==> src/rtl/pb_pkg.sv <==
package pb_pkg;
  typedef enum logic [1:0] {
    RK_ALLOC = 2'd0,
    RK_HIT   = 2'd1,
    RK_FULL  = 2'd2
  } res_kind_e;
endpackage

==> src/rtl/pb_lowest.sv <==
module pb_lowest #(
  parameter int N = 8,
  localparam int W = (N > 1) ? $clog2(N) : 1
) (
  input  logic [N-1:0] vec,
  output logic         found,
  output logic [W-1:0] idx
);
  always_comb begin
    found = 1'b0;
    idx   = '0;
    for (int i = N - 1; i >= 0; i--) begin
      if (vec[i]) begin
        found = 1'b1;
        idx   = W'(i);
      end
    end
  end
endmodule

==> src/rtl/pb_cam.sv <==
module pb_cam #(
  parameter int ADDR_W = 16,
  parameter int DEPTH  = 8,
  localparam int IDX_W = $clog2(DEPTH)
) (
  input  logic              clk,
  input  logic              rst_n,
  input  logic [ADDR_W-1:0] srch_addr,
  input  logic              drop_en,
  input  logic [IDX_W-1:0]  drop_idx,
  input  logic              alloc_en,
  input  logic [IDX_W-1:0]  alloc_idx,
  input  logic [ADDR_W-1:0] alloc_addr,
  output logic              hit,
  output logic [IDX_W-1:0]  hit_idx,
  output logic              any_free,
  output logic [IDX_W-1:0]  free_idx
);
  logic [ADDR_W-1:0] addr_q [DEPTH];
  logic [DEPTH-1:0]  vld_q;
  logic [DEPTH-1:0]  match;
  logic [DEPTH-1:0]  empty;

  for (genvar g = 0; g < DEPTH; g++) begin : g_ent
    assign match[g] = vld_q[g] && (addr_q[g] == srch_addr) &&
                      !(drop_en && (drop_idx == IDX_W'(g)));
    assign empty[g] = !vld_q[g];

    always_ff @(posedge clk or negedge rst_n) begin
      if (!rst_n) begin
        vld_q[g] <= 1'b0;
      end else if (alloc_en && (alloc_idx == IDX_W'(g))) begin
        vld_q[g] <= 1'b1;
      end else if (drop_en && (drop_idx == IDX_W'(g))) begin
        vld_q[g] <= 1'b0;
      end
    end

    always_ff @(posedge clk) begin
      if (alloc_en && (alloc_idx == IDX_W'(g))) begin
        addr_q[g] <= alloc_addr;
      end
    end
  end

  pb_lowest #(.N(DEPTH)) u_hit_enc (
    .vec   (match),
    .found (hit),
    .idx   (hit_idx)
  );

  pb_lowest #(.N(DEPTH)) u_free_enc (
    .vec   (empty),
    .found (any_free),
    .idx   (free_idx)
  );
endmodule

==> src/rtl/pb_content.sv <==
module pb_content #(
  parameter int DEPTH   = 8,
  parameter int STATE_W = 12,
  localparam int IDX_W  = $clog2(DEPTH)
) (
  input  logic               clk,
  input  logic               qwr_en,
  input  logic [IDX_W-1:0]   qwr_idx,
  input  logic [STATE_W-1:0] qwr_data,
  input  logic [IDX_W-1:0]   qrd_idx,
  output logic [STATE_W-1:0] qrd_data,
  input  logic               swr_en,
  input  logic [IDX_W-1:0]   swr_idx,
  input  logic [STATE_W-1:0] swr_data,
  input  logic [IDX_W-1:0]   srd_idx,
  output logic [STATE_W-1:0] srd_data
);
  logic [STATE_W-1:0] mem [DEPTH];

  always_ff @(posedge clk) begin
    if (swr_en) mem[swr_idx] <= swr_data;
    if (qwr_en) mem[qwr_idx] <= qwr_data;
  end

  // request-side read forwards a same-cycle response write
  assign qrd_data = (swr_en && (swr_idx == qrd_idx)) ? swr_data : mem[qrd_idx];
  // response-side read returns the pre-edge content
  assign srd_data = mem[srd_idx];
endmodule

==> src/rtl/pb_top.sv <==
module pb_top
  import pb_pkg::*;
#(
  parameter int ADDR_W  = 16,
  parameter int DEPTH   = 8,
  parameter int STATE_W = 12,
  localparam int IDX_W  = $clog2(DEPTH)
) (
  input  logic               clk,
  input  logic               rst_n,
  input  logic               req_valid,
  output logic               req_ready,
  input  logic [ADDR_W-1:0]  req_addr,
  input  logic [STATE_W-1:0] req_state,
  output logic               res_valid,
  output logic               res_hit,
  output logic               res_full,
  output logic [IDX_W-1:0]   res_idx,
  output logic [STATE_W-1:0] res_data,
  input  logic               rsp_valid,
  output logic               rsp_ready,
  input  logic [IDX_W-1:0]   rsp_idx,
  input  logic               rsp_upd,
  input  logic [STATE_W-1:0] rsp_data,
  input  logic               rsp_final,
  output logic               rsp_out_valid,
  output logic [STATE_W-1:0] rsp_out_data
);
  logic               ready_q;
  logic               req_acc, rsp_acc;
  logic               hit, any_free;
  logic [IDX_W-1:0]   hit_idx, free_idx;
  logic               alloc_en;
  logic [STATE_W-1:0] q_rd_data, s_rd_data;
  res_kind_e          kind;

  assign req_acc  = req_valid && ready_q;
  assign rsp_acc  = rsp_valid && ready_q;
  assign alloc_en = req_acc && !hit && any_free;

  always_comb begin
    if (hit)           kind = RK_HIT;
    else if (any_free) kind = RK_ALLOC;
    else               kind = RK_FULL;
  end

  pb_cam #(.ADDR_W(ADDR_W), .DEPTH(DEPTH)) u_cam (
    .clk        (clk),
    .rst_n      (rst_n),
    .srch_addr  (req_addr),
    .drop_en    (rsp_acc && rsp_final),
    .drop_idx   (rsp_idx),
    .alloc_en   (alloc_en),
    .alloc_idx  (free_idx),
    .alloc_addr (req_addr),
    .hit        (hit),
    .hit_idx    (hit_idx),
    .any_free   (any_free),
    .free_idx   (free_idx)
  );

  pb_content #(.DEPTH(DEPTH), .STATE_W(STATE_W)) u_content (
    .clk      (clk),
    .qwr_en   (alloc_en),
    .qwr_idx  (free_idx),
    .qwr_data (req_state),
    .qrd_idx  (hit_idx),
    .qrd_data (q_rd_data),
    .swr_en   (rsp_acc && rsp_upd),
    .swr_idx  (rsp_idx),
    .swr_data (rsp_data),
    .srd_idx  (rsp_idx),
    .srd_data (s_rd_data)
  );

  always_ff @(posedge clk or negedge rst_n) begin
    if (!rst_n) begin
      ready_q       <= 1'b0;
      res_valid     <= 1'b0;
      res_hit       <= 1'b0;
      res_full      <= 1'b0;
      res_idx       <= '0;
      res_data      <= '0;
      rsp_out_valid <= 1'b0;
      rsp_out_data  <= '0;
    end else begin
      ready_q       <= 1'b1;
      res_valid     <= req_acc;
      rsp_out_valid <= rsp_acc;
      if (req_acc) begin
        res_hit  <= (kind == RK_HIT);
        res_full <= (kind == RK_FULL);
        unique case (kind)
          RK_HIT:   begin res_idx <= hit_idx;  res_data <= q_rd_data; end
          RK_ALLOC: begin res_idx <= free_idx; res_data <= req_state; end
          default:  begin res_idx <= '0;       res_data <= '0;        end
        endcase
      end
      if (rsp_acc) rsp_out_data <= s_rd_data;
    end
  end

  assign req_ready = ready_q;
  assign rsp_ready = ready_q;
endmodule

==> config.mk <==
export PLATFORM = sky130hd
export DESIGN_NAME = pb_top
export DESIGN_NICKNAME = d
export VERILOG_FILES = /design/src/rtl/pb_pkg.sv /design/src/rtl/pb_lowest.sv /design/src/rtl/pb_cam.sv /design/src/rtl/pb_content.sv /design/src/rtl/pb_top.sv
export SDC_FILE = /design/constraint.sdc
export NUM_CORES = 1
export LEC_CHECK = 0
export ABC_AREA = 0
export BUFFER_PORTS_ARGS = -buffer_cell sky130_fd_sc_hd__buf_4
export CAP_MARGIN = 20
export CORE_MARGIN = 3
export CORE_UTILIZATION = 66
export DETAILED_ROUTE_END_ITERATION = 16
export PLACE_DENSITY = 0.86
export SLEW_MARGIN = 20
export SYNTH_ARGS = -nofsm -noshare
export SYNTH_HDL_FRONTEND = slang
export SYNTH_SLANG_ARGS = --single-unit
==> constraint.sdc <==
create_clock -name clk -period 9.1 [get_ports clk]
set_input_delay 2.73 -clock clk [delete_from_list [all_inputs] [get_ports clk]]
set_output_delay 2.73 -clock clk [all_outputs]
set_load 0.02 [all_outputs]
Word level (Yosys, flattened, before mapping)
Memories as Yosys holds them, arrays and structs flattened. A register that Yosys moved wholly into a read port is not among the register bits.
Index checks and enable logic that the tools add are counted.
{"block": "op_classes", "n_mux": 94, "n_eq_ne": 25, "div": 0, "n_reduce_logical": 67, "bitwise": 0, "n_lt_le_gt_ge": 0, "n_shift": 0, "add_sub_neg": 0, "n_mul": 0}
{"op": "16-bit == test", "n": 8}
{"op": "16-bit 2-to-1 mux", "n": 7}
{"op": "16-bit OR reduction", "n": 7}
{"op": "3-bit 2-to-1 mux", "n": 23}
{"op": "1-bit 2-to-1 mux", "n": 59}
{"op": "1-bit logical AND", "n": 39}
{"op": "3-bit == test, second input constant", "n": 8}
{"op": "12-bit case mux with 2 select lines", "n": 1}
{"op": "2-bit nonzero test", "n": 8}
{"op": "3-bit by 2-bit == test with 1-bit output, second input constant", "n": 4}
{"op": "12-bit 2-to-1 mux", "n": 1}
{"op": "1-bit zero test", "n": 10}
{"op": "3-bit by 1-bit == test with 1-bit output, second input constant", "n": 2}
{"op": "3-bit zero test", "n": 2}
{"op": "3-bit case mux with 2 select lines", "n": 1}
{"op": "2-bit 2-to-1 mux", "n": 2}
{"op": "3-bit == test", "n": 1}
{"op": "2-bit by 1-bit == test with 1-bit output, second input constant", "n": 1}
{"op": "2-bit == test, second input constant", "n": 1}
{"op": "2-bit zero test", "n": 1}
{"block": "totals", "rom_bits": 0, "memories": 2, "ram_bits": 224, "out_inout_bits": 33, "latchBits": 0, "in_bits": 49, "wordCells": 203, "reg_bits": 28}
{"memory": "u_cam.addr_q", "words": 8, "width": 16, "rd": 8, "rd_clocked_by_memory_dff": 0, "write_ports": 1, "line": "pb_cam.sv:19", "rtl": "logic [ADDR_W-1:0] addr_q [DEPTH];"}
{"memory": "u_content.mem", "words": 8, "width": 12, "rd": 2, "rd_clocked_by_memory_dff": 1, "write_ports": 2, "line": "pb_content.sv:18", "rtl": "logic [STATE_W-1:0] mem [DEPTH];"}

Depth between registers and ports, before layout
{"block": "logic_depth", "word_depth": 27, "depth_mapped": 13, "ltp_nobuf": 10}

Cells and area by module
Synthesis repeated with hierarchy kept, for this count alone.
{"block": "hier_totals", "hier_cells": 850, "hier_area_um2": 13411.6}
{"module": "pb_cam", "area_per_inst_um2": 5944.5, "seq_area_each_um2": 4043.9, "cells_per_inst": 370, "instances": 1}
{"module": "pb_content", "area_per_inst_um2": 5831.8, "seq_area_each_um2": 2882.8, "cells_per_inst": 328, "instances": 1}
{"module": "pb_top", "area_per_inst_um2": 1475.2, "seq_area_each_um2": 800.8, "cells_per_inst": 126, "instances": 1}
{"module": "pb_lowest", "area_per_inst_um2": 80.1, "seq_area_each_um2": 0.0, "cells_per_inst": 13, "instances": 2}

Worst setup path before layout
Ideal clock, no wire load.
{"block": "synth_timing", "kind": "input to register", "startpoint": "input rsp_idx[2]", "endpoint": "memory u_content.mem[7][0], enable pin", "setup_ns": 0.398, "cell_stages": 11, "setup_slack_ns": 3.389, "required_time_ns": 8.702, "path_buffers": 3, "arrival_ns": 5.313, "path_cell_list": "buf_2 > nand4b_1 > o31ai_2 > nor2_1 > nor4b_2 > nor4_2 > nand3_1 > or3_1 > buf_2 > buf_6 > o21ai_0"}
{"item": "start, declared", "line": "pb_top.sv:22", "rtl": "input logic [IDX_W-1:0] rsp_idx,"}
{"item": "end, declared", "line": "pb_content.sv:18"}

Final worst setup path
{"block": "layout_timing", "startpoint": "input rsp_idx[0]", "endpoint": "memory u_cam.addr_q[6][7] (netlist: u_cam.addr_q[1][39]), enable pin"}
{"block": "layout_between", "elab_chain_cells": 26, "word_cells_on_any_way": 88, "cone_classes": "eq/ne: 7; mux: 38; reduce/logical: 43"}
{"item": "3-bit == test", "line": "pb_cam.sv:26", "rtl": "!(drop_en && (drop_idx == IDX_W'(g)));"}
{"item": "1-bit logical AND", "line": "pb_cam.sv:26"}
{"item": "1-bit zero test", "line": "pb_cam.sv:26"}
{"item": "1-bit logical AND", "line": "pb_cam.sv:25", "rtl": "assign match[g] = vld_q[g] && (addr_q[g] == srch_addr) &&"}
{"item": "1-bit 2-to-1 mux (7 in a row)", "line": "pb_lowest.sv:13", "rtl": "if (vec[i]) begin"}
{"item": "1-bit 2-to-1 mux (*)", "line": "pb_lowest.sv:13"}
{"item": "1-bit zero test (*)", "line": "pb_top.sv:39", "rtl": "assign alloc_en = req_acc && !hit && any_free;"}
{"item": "1-bit logical AND (*) (2 in a row)", "line": "pb_top.sv:39"}
{"item": "1-bit logical AND", "line": "pb_cam.sv:40", "rtl": "if (alloc_en && (alloc_idx == IDX_W'(g))) begin"}
{"item": "1-bit 2-to-1 mux", "line": "pb_cam.sv:40"}
{"item": "1-bit 2-to-1 mux (not written as such)", "line": "pb_cam.sv:41", "rtl": "addr_q[g] <= alloc_addr;"}
{"item": "16-bit OR reduction (no source line)"}
{"item": "3-bit 2-to-1 mux (no source line) or 1-bit 2-to-1 mux (tied branches) (7 in a row)"}
{"item": "end, declared", "line": "pb_cam.sv:19"}
Every way passes the cells marked *; elsewhere a longest branch is shown, timed or not.

==> results <==
- The effective utilization at floorplan is 0.676.
- For this run, the top clock speed supported by timing is 152 MHz.
- The signal on the critical path passes through buf_4 > nand2_1 > o21ai_0 > nor4_1 > nor3_1 > nand3_1 > nor2_1 > nand3_1 > inv_1.
- The number of hold buffers added after cts is 0.
- The mapped netlist covers 13,300 um^2.
- The number of port buffers is 81.
- In the final layout, the share of cells above drive strength 1 is 0.261.
- 82 I/O pins were placed.
- The number of nets at the end of the flow is 1,085.
- The wire length after detailed routing is 34,500 um.
- Using the TritonRoute via totals, the vias-per-cell ratio works out to 6.79.
- Detailed placement ended at an HPWL of 21,900 um.
- Of all flip-flops after synthesis, the portion carrying an async set or reset was 0.152.
- Across the run, the number of max-cap violations was 0.
- The clock latency at the later pin of the worst-skew pair is 0.54 ns.
- The max-slew violation count is 0.
- The first global-routing pass estimated 52,300 um of wire.
- The pin count of the biggest net entering global routing is 49.
- The top flip-flop cell by instance count after synthesis is sky130_fd_sc_hd__edfxtp_1.
- The worst clock skew is 0.0110 ns.
- The final-layout setup total negative slack is 0 ns.
- The initial antenna violation count is 0.
- The final count of hold timing violations is 0.
- Routability-driven placement finished with a final weighted congestion of 0.952.
- The routed design uses 16,600 um of met2 wire.
- In this design, the stage delay of the slowest critical-path cell is 0.86 ns.
- The post-cts gate resize count is 0.
- The share of the core filled with cells in the final layout is 0.764.
- Counting along the longest clock path gives a buffer depth of 3.
- The Yosys step of the flow raised 0 warnings.
- The critical path in this run is classified as in -> reg.
- Once detail routing completed, the nets flagged for antenna violations numbered 0.
- The standard-cell row count is 51.
- The startpoint of the worst hold path is rsp_out_data[0].
- The vertical die dimension is 148 um.
- The floorplan die area is 21,900 um^2.
- The highest routing layer actually used is met4.
- In this run, the number of DRC markers left after iteration 0 of detailed routing was 941.
- The count of unique library cells instantiated by Yosys is 59.
- The final-report setup violation count is 0.
- TritonCTS built the clock tree.
- Data on the critical path is required at its endpoint by 9.27 ns.
- Setup repair after global routing left no endpoint under its margin.
- The core area is 19,700 um^2.
- In this run, CTS created clock tree buffers numbering 28.
- The global-route usage over all layers is 0.312.
- The first-pass detailed-route iteration total is 5.
- The worst min-delay path class is reg -> reg.
- The total power after layout is 3.35 mW.
- Synthesis produced a netlist with a net count of 1,016.
- The routed wirelength normalized by instance count is 26.1 um.
- The launching element of the worst setup path is rsp_idx[0].
- The detailed-routing wirelength on met1 is 13,300 um.
- The number of global-route vias before repair is 9,000.
- The final critical-path share of the clock period is 0.725.
- The clock-pin transition on the worst setup and hold timing paths is 0.06 ns.
- The antenna diode count is 0.
- VDD sags by at most 0.223 mV.
- The kind of capture point of the worst setup path is a flop.
- The flow ran to the end, and the final reports show no timing, DRC or antenna violations.
- The worst slack after detailed placement is 2.21 ns.
- Summed over all layers, the global routing overflow is 0.
- At the pin with the least slew margin, the transition time is 0.992 ns.
- The count of vias placed by the detailed router is 8,982.
- The startpoint type of the worst setup path is a primary input.
- In this run the critical register-to-register path is launched from req_ready.
- The setup slack after layout is 2.51 ns.
- The number of DRC violations after detailed routing is 0.
- The die span in x is 148 um.
- The largest fanout of any net on the critical path is 43.
- The area growth from synthesis to layout is 13.0%.
- The number of synthesized flops with an enable pin is 224.
- The H-tree depth is 1.
- The leakage power is 5.12 nW.
- The clock sink count is 264.
- The total of flip-flops plus latches after synthesis is 264.
- The synthesized area divided by synthesized cell count is 13.7 um^2.
- The dominant cell type by count on the critical path is sky130_fd_sc_hd__nand3_1.
- The worst max-slew margin expressed relative to the limit is 0.339.
- The slowest library cell on the worst path is sky130_fd_sc_hd__inv_1.
- In this run the post-CTS setup repair buffer count came out at 0.
- In the synthesized netlist, the number of instances is 967.
- For this run, the register share of the synthesized area comes to 0.581.
- Clock tree synthesis selected as its root buffer the cell sky130_fd_sc_hd__clkbuf_16.
- The met3 wire length is 3250 um.
- The critical path arrival is 6.77 ns.
- In this run the power density over the cells is 223 nW/um^2.
- The routed design could run at a clock period as short as 6.59 ns.
-- stage by stage --
step	cell area, um^2	hold slack, ns	std cells
finish	15000	0.484	1323
global route	15000	0.500	1323
CTS	15000	0.485	1323
detailed placement	14100	0.472	1271
global placement	14000	0.464	1270
floorplan	13300	0.520	967
-- area by class of cell --
cell class              instances  area [um^2]
fillers                      1158         4630
well taps                     265          332
repair buffers                 96          724
multi-input cells             631         5210
inverters                      15         56.3
clock inverters                18          228
clock buffers                  34          743
flip-flops and latches        264         7730
-- synth_stat cells (3+ instances only) --
| master | n | area, um^2 |
|---|---|---|
| sky130_fd_sc_hd__edfxtp_1 | 224 | 6730 |
| sky130_fd_sc_hd__xnor2_1 | 106 | 928 |
| sky130_fd_sc_hd__mux2_2 | 85 | 957 |
| sky130_fd_sc_hd__nand2_1 | 61 | 229 |
| sky130_fd_sc_hd__mux2i_1 | 49 | 490 |
| sky130_fd_sc_hd__nand4_1 | 44 | 275 |
| sky130_fd_sc_hd__dfrtp_1 | 40 | 1000 |
| sky130_fd_sc_hd__o21ai_0 | 25 | 125 |
| sky130_fd_sc_hd__xor2_1 | 25 | 219 |
| sky130_fd_sc_hd__nand3_1 | 21 | 105 |
| sky130_fd_sc_hd__clkbuf_1 | 19 | 71.3 |
| sky130_fd_sc_hd__buf_2 | 18 | 90.1 |
| sky130_fd_sc_hd__nor2_1 | 18 | 67.6 |
| sky130_fd_sc_hd__nor3_1 | 17 | 85.1 |
| sky130_fd_sc_hd__mux4_2 | 16 | 360 |
| sky130_fd_sc_hd__a22oi_1 | 15 | 113 |
| sky130_fd_sc_hd__inv_1 | 15 | 56.3 |
| sky130_fd_sc_hd__mux2_1 | 14 | 158 |
| sky130_fd_sc_hd__o31ai_2 | 14 | 175 |
| sky130_fd_sc_hd__nor2b_1 | 12 | 75.1 |
| sky130_fd_sc_hd__nor4_1 | 11 | 68.8 |
| sky130_fd_sc_hd__o221ai_1 | 11 | 96.3 |
| sky130_fd_sc_hd__o22ai_1 | 11 | 68.8 |
| sky130_fd_sc_hd__a21oi_1 | 9 | 45.0 |
| sky130_fd_sc_hd__buf_6 | 9 | 101 |
| sky130_fd_sc_hd__buf_4 | 7 | 52.6 |
| sky130_fd_sc_hd__or4_1 | 7 | 52.6 |
| sky130_fd_sc_hd__nand2b_1 | 6 | 37.5 |
| sky130_fd_sc_hd__or2_2 | 6 | 37.5 |
| sky130_fd_sc_hd__o21ai_1 | 5 | 25.0 |
| sky130_fd_sc_hd__buf_1 | 4 | 15.0 |
| sky130_fd_sc_hd__a211oi_1 | 3 | 22.5 |
| sky130_fd_sc_hd__o31ai_1 | 3 | 22.5 |
| sky130_fd_sc_hd__o32ai_1 | 3 | 26.3 |
-- registers in the layout, indices dropped and copies added, names as in the netlist --
register	flops
rsp_out_valid	1
rsp_out_data	12
res_hit	1
u_content.mem	96
res_full	1
res_idx	3
res_data	12
u_cam.addr_q	128
req_ready	1
res_valid	1
u_cam.vld_q	8
-- final timing paths --
kind	to	slack, ns	cells after the start
max	u_cam.addr_q[1][39]	2.51	9
min	rsp_out_data[0]	0.48	2
max reg2reg	u_cam.addr_q[1][39]	4.72	8
min reg2reg	rsp_out_data[0]	0.48	2
max in group asynchronous	res_data[4]	6.52	1
min in group asynchronous	res_idx[2]	2.19	1
-- cells in the final DEF (no fill, tap or decap), drive strengths merged, types with 11 or more instances in the layout --
master / synthesis / routed
o22ai: 11 / 11
dfrtp: 40 / 40
o31ai: 17 / 17
xnor2: 106 / 106
clkbuf: 19 / 34
nor4: 14 / 14
o21ai: 30 / 30
nand3: 21 / 21
inv: 15 / 15
nand2: 61 / 61
buf: 38 / 96
xor2: 25 / 25
mux2: 99 / 99
nand4: 45 / 45
nor2b: 12 / 12
mux2i: 49 / 49
edfxtp: 224 / 224
nor3: 17 / 17
o221ai: 11 / 11
a22oi: 15 / 15
mux4: 16 / 16
nor2: 20 / 20
clkinv: 0 / 11
-- cells by family (layout without fill, tap and decap cells) --
kind of cell / count (synthesis) / after routing / share of synthesized area
DFF: 264 / 264 / 0.581
and+or+nand+nor: 220 / 220 / 0.0903
muxes: 164 / 164 / 0.148
xor gates and xnor gates: 131 / 131 / 0.0863
AOI/OAI and AO/OA: 115 / 115 / 0.0648
buffers and inverters: 72 / 163 / 0.0291
other: 1 / 1 / 0.000282
-- metal layers --
layer  global-route usage  vias to the layer above
met2                0.509                      592
met1                0.428                     4422
met4                0.117                        0
met5                    0                        -
li1                     -                     3844
met3               0.0552                      124
-- where the power goes --
| group | total, mW | internal, mW | switching, mW |
|---|---|---|---|
| Combinational | 0.594 | 0.226 | 0.368 |
| Clock | 1.20 | 0.723 | 0.473 |
| Sequential | 1.56 | 1.48 | 0.0792 |
-- worst max-delay path, delay by kind of cell --
kind	cells	cell delay (ns)
compound gates	1	0.59
buf+inv	2	1.39
simple gates	6	2.03
No activity file was read; power rests on OpenSTA's default activity.
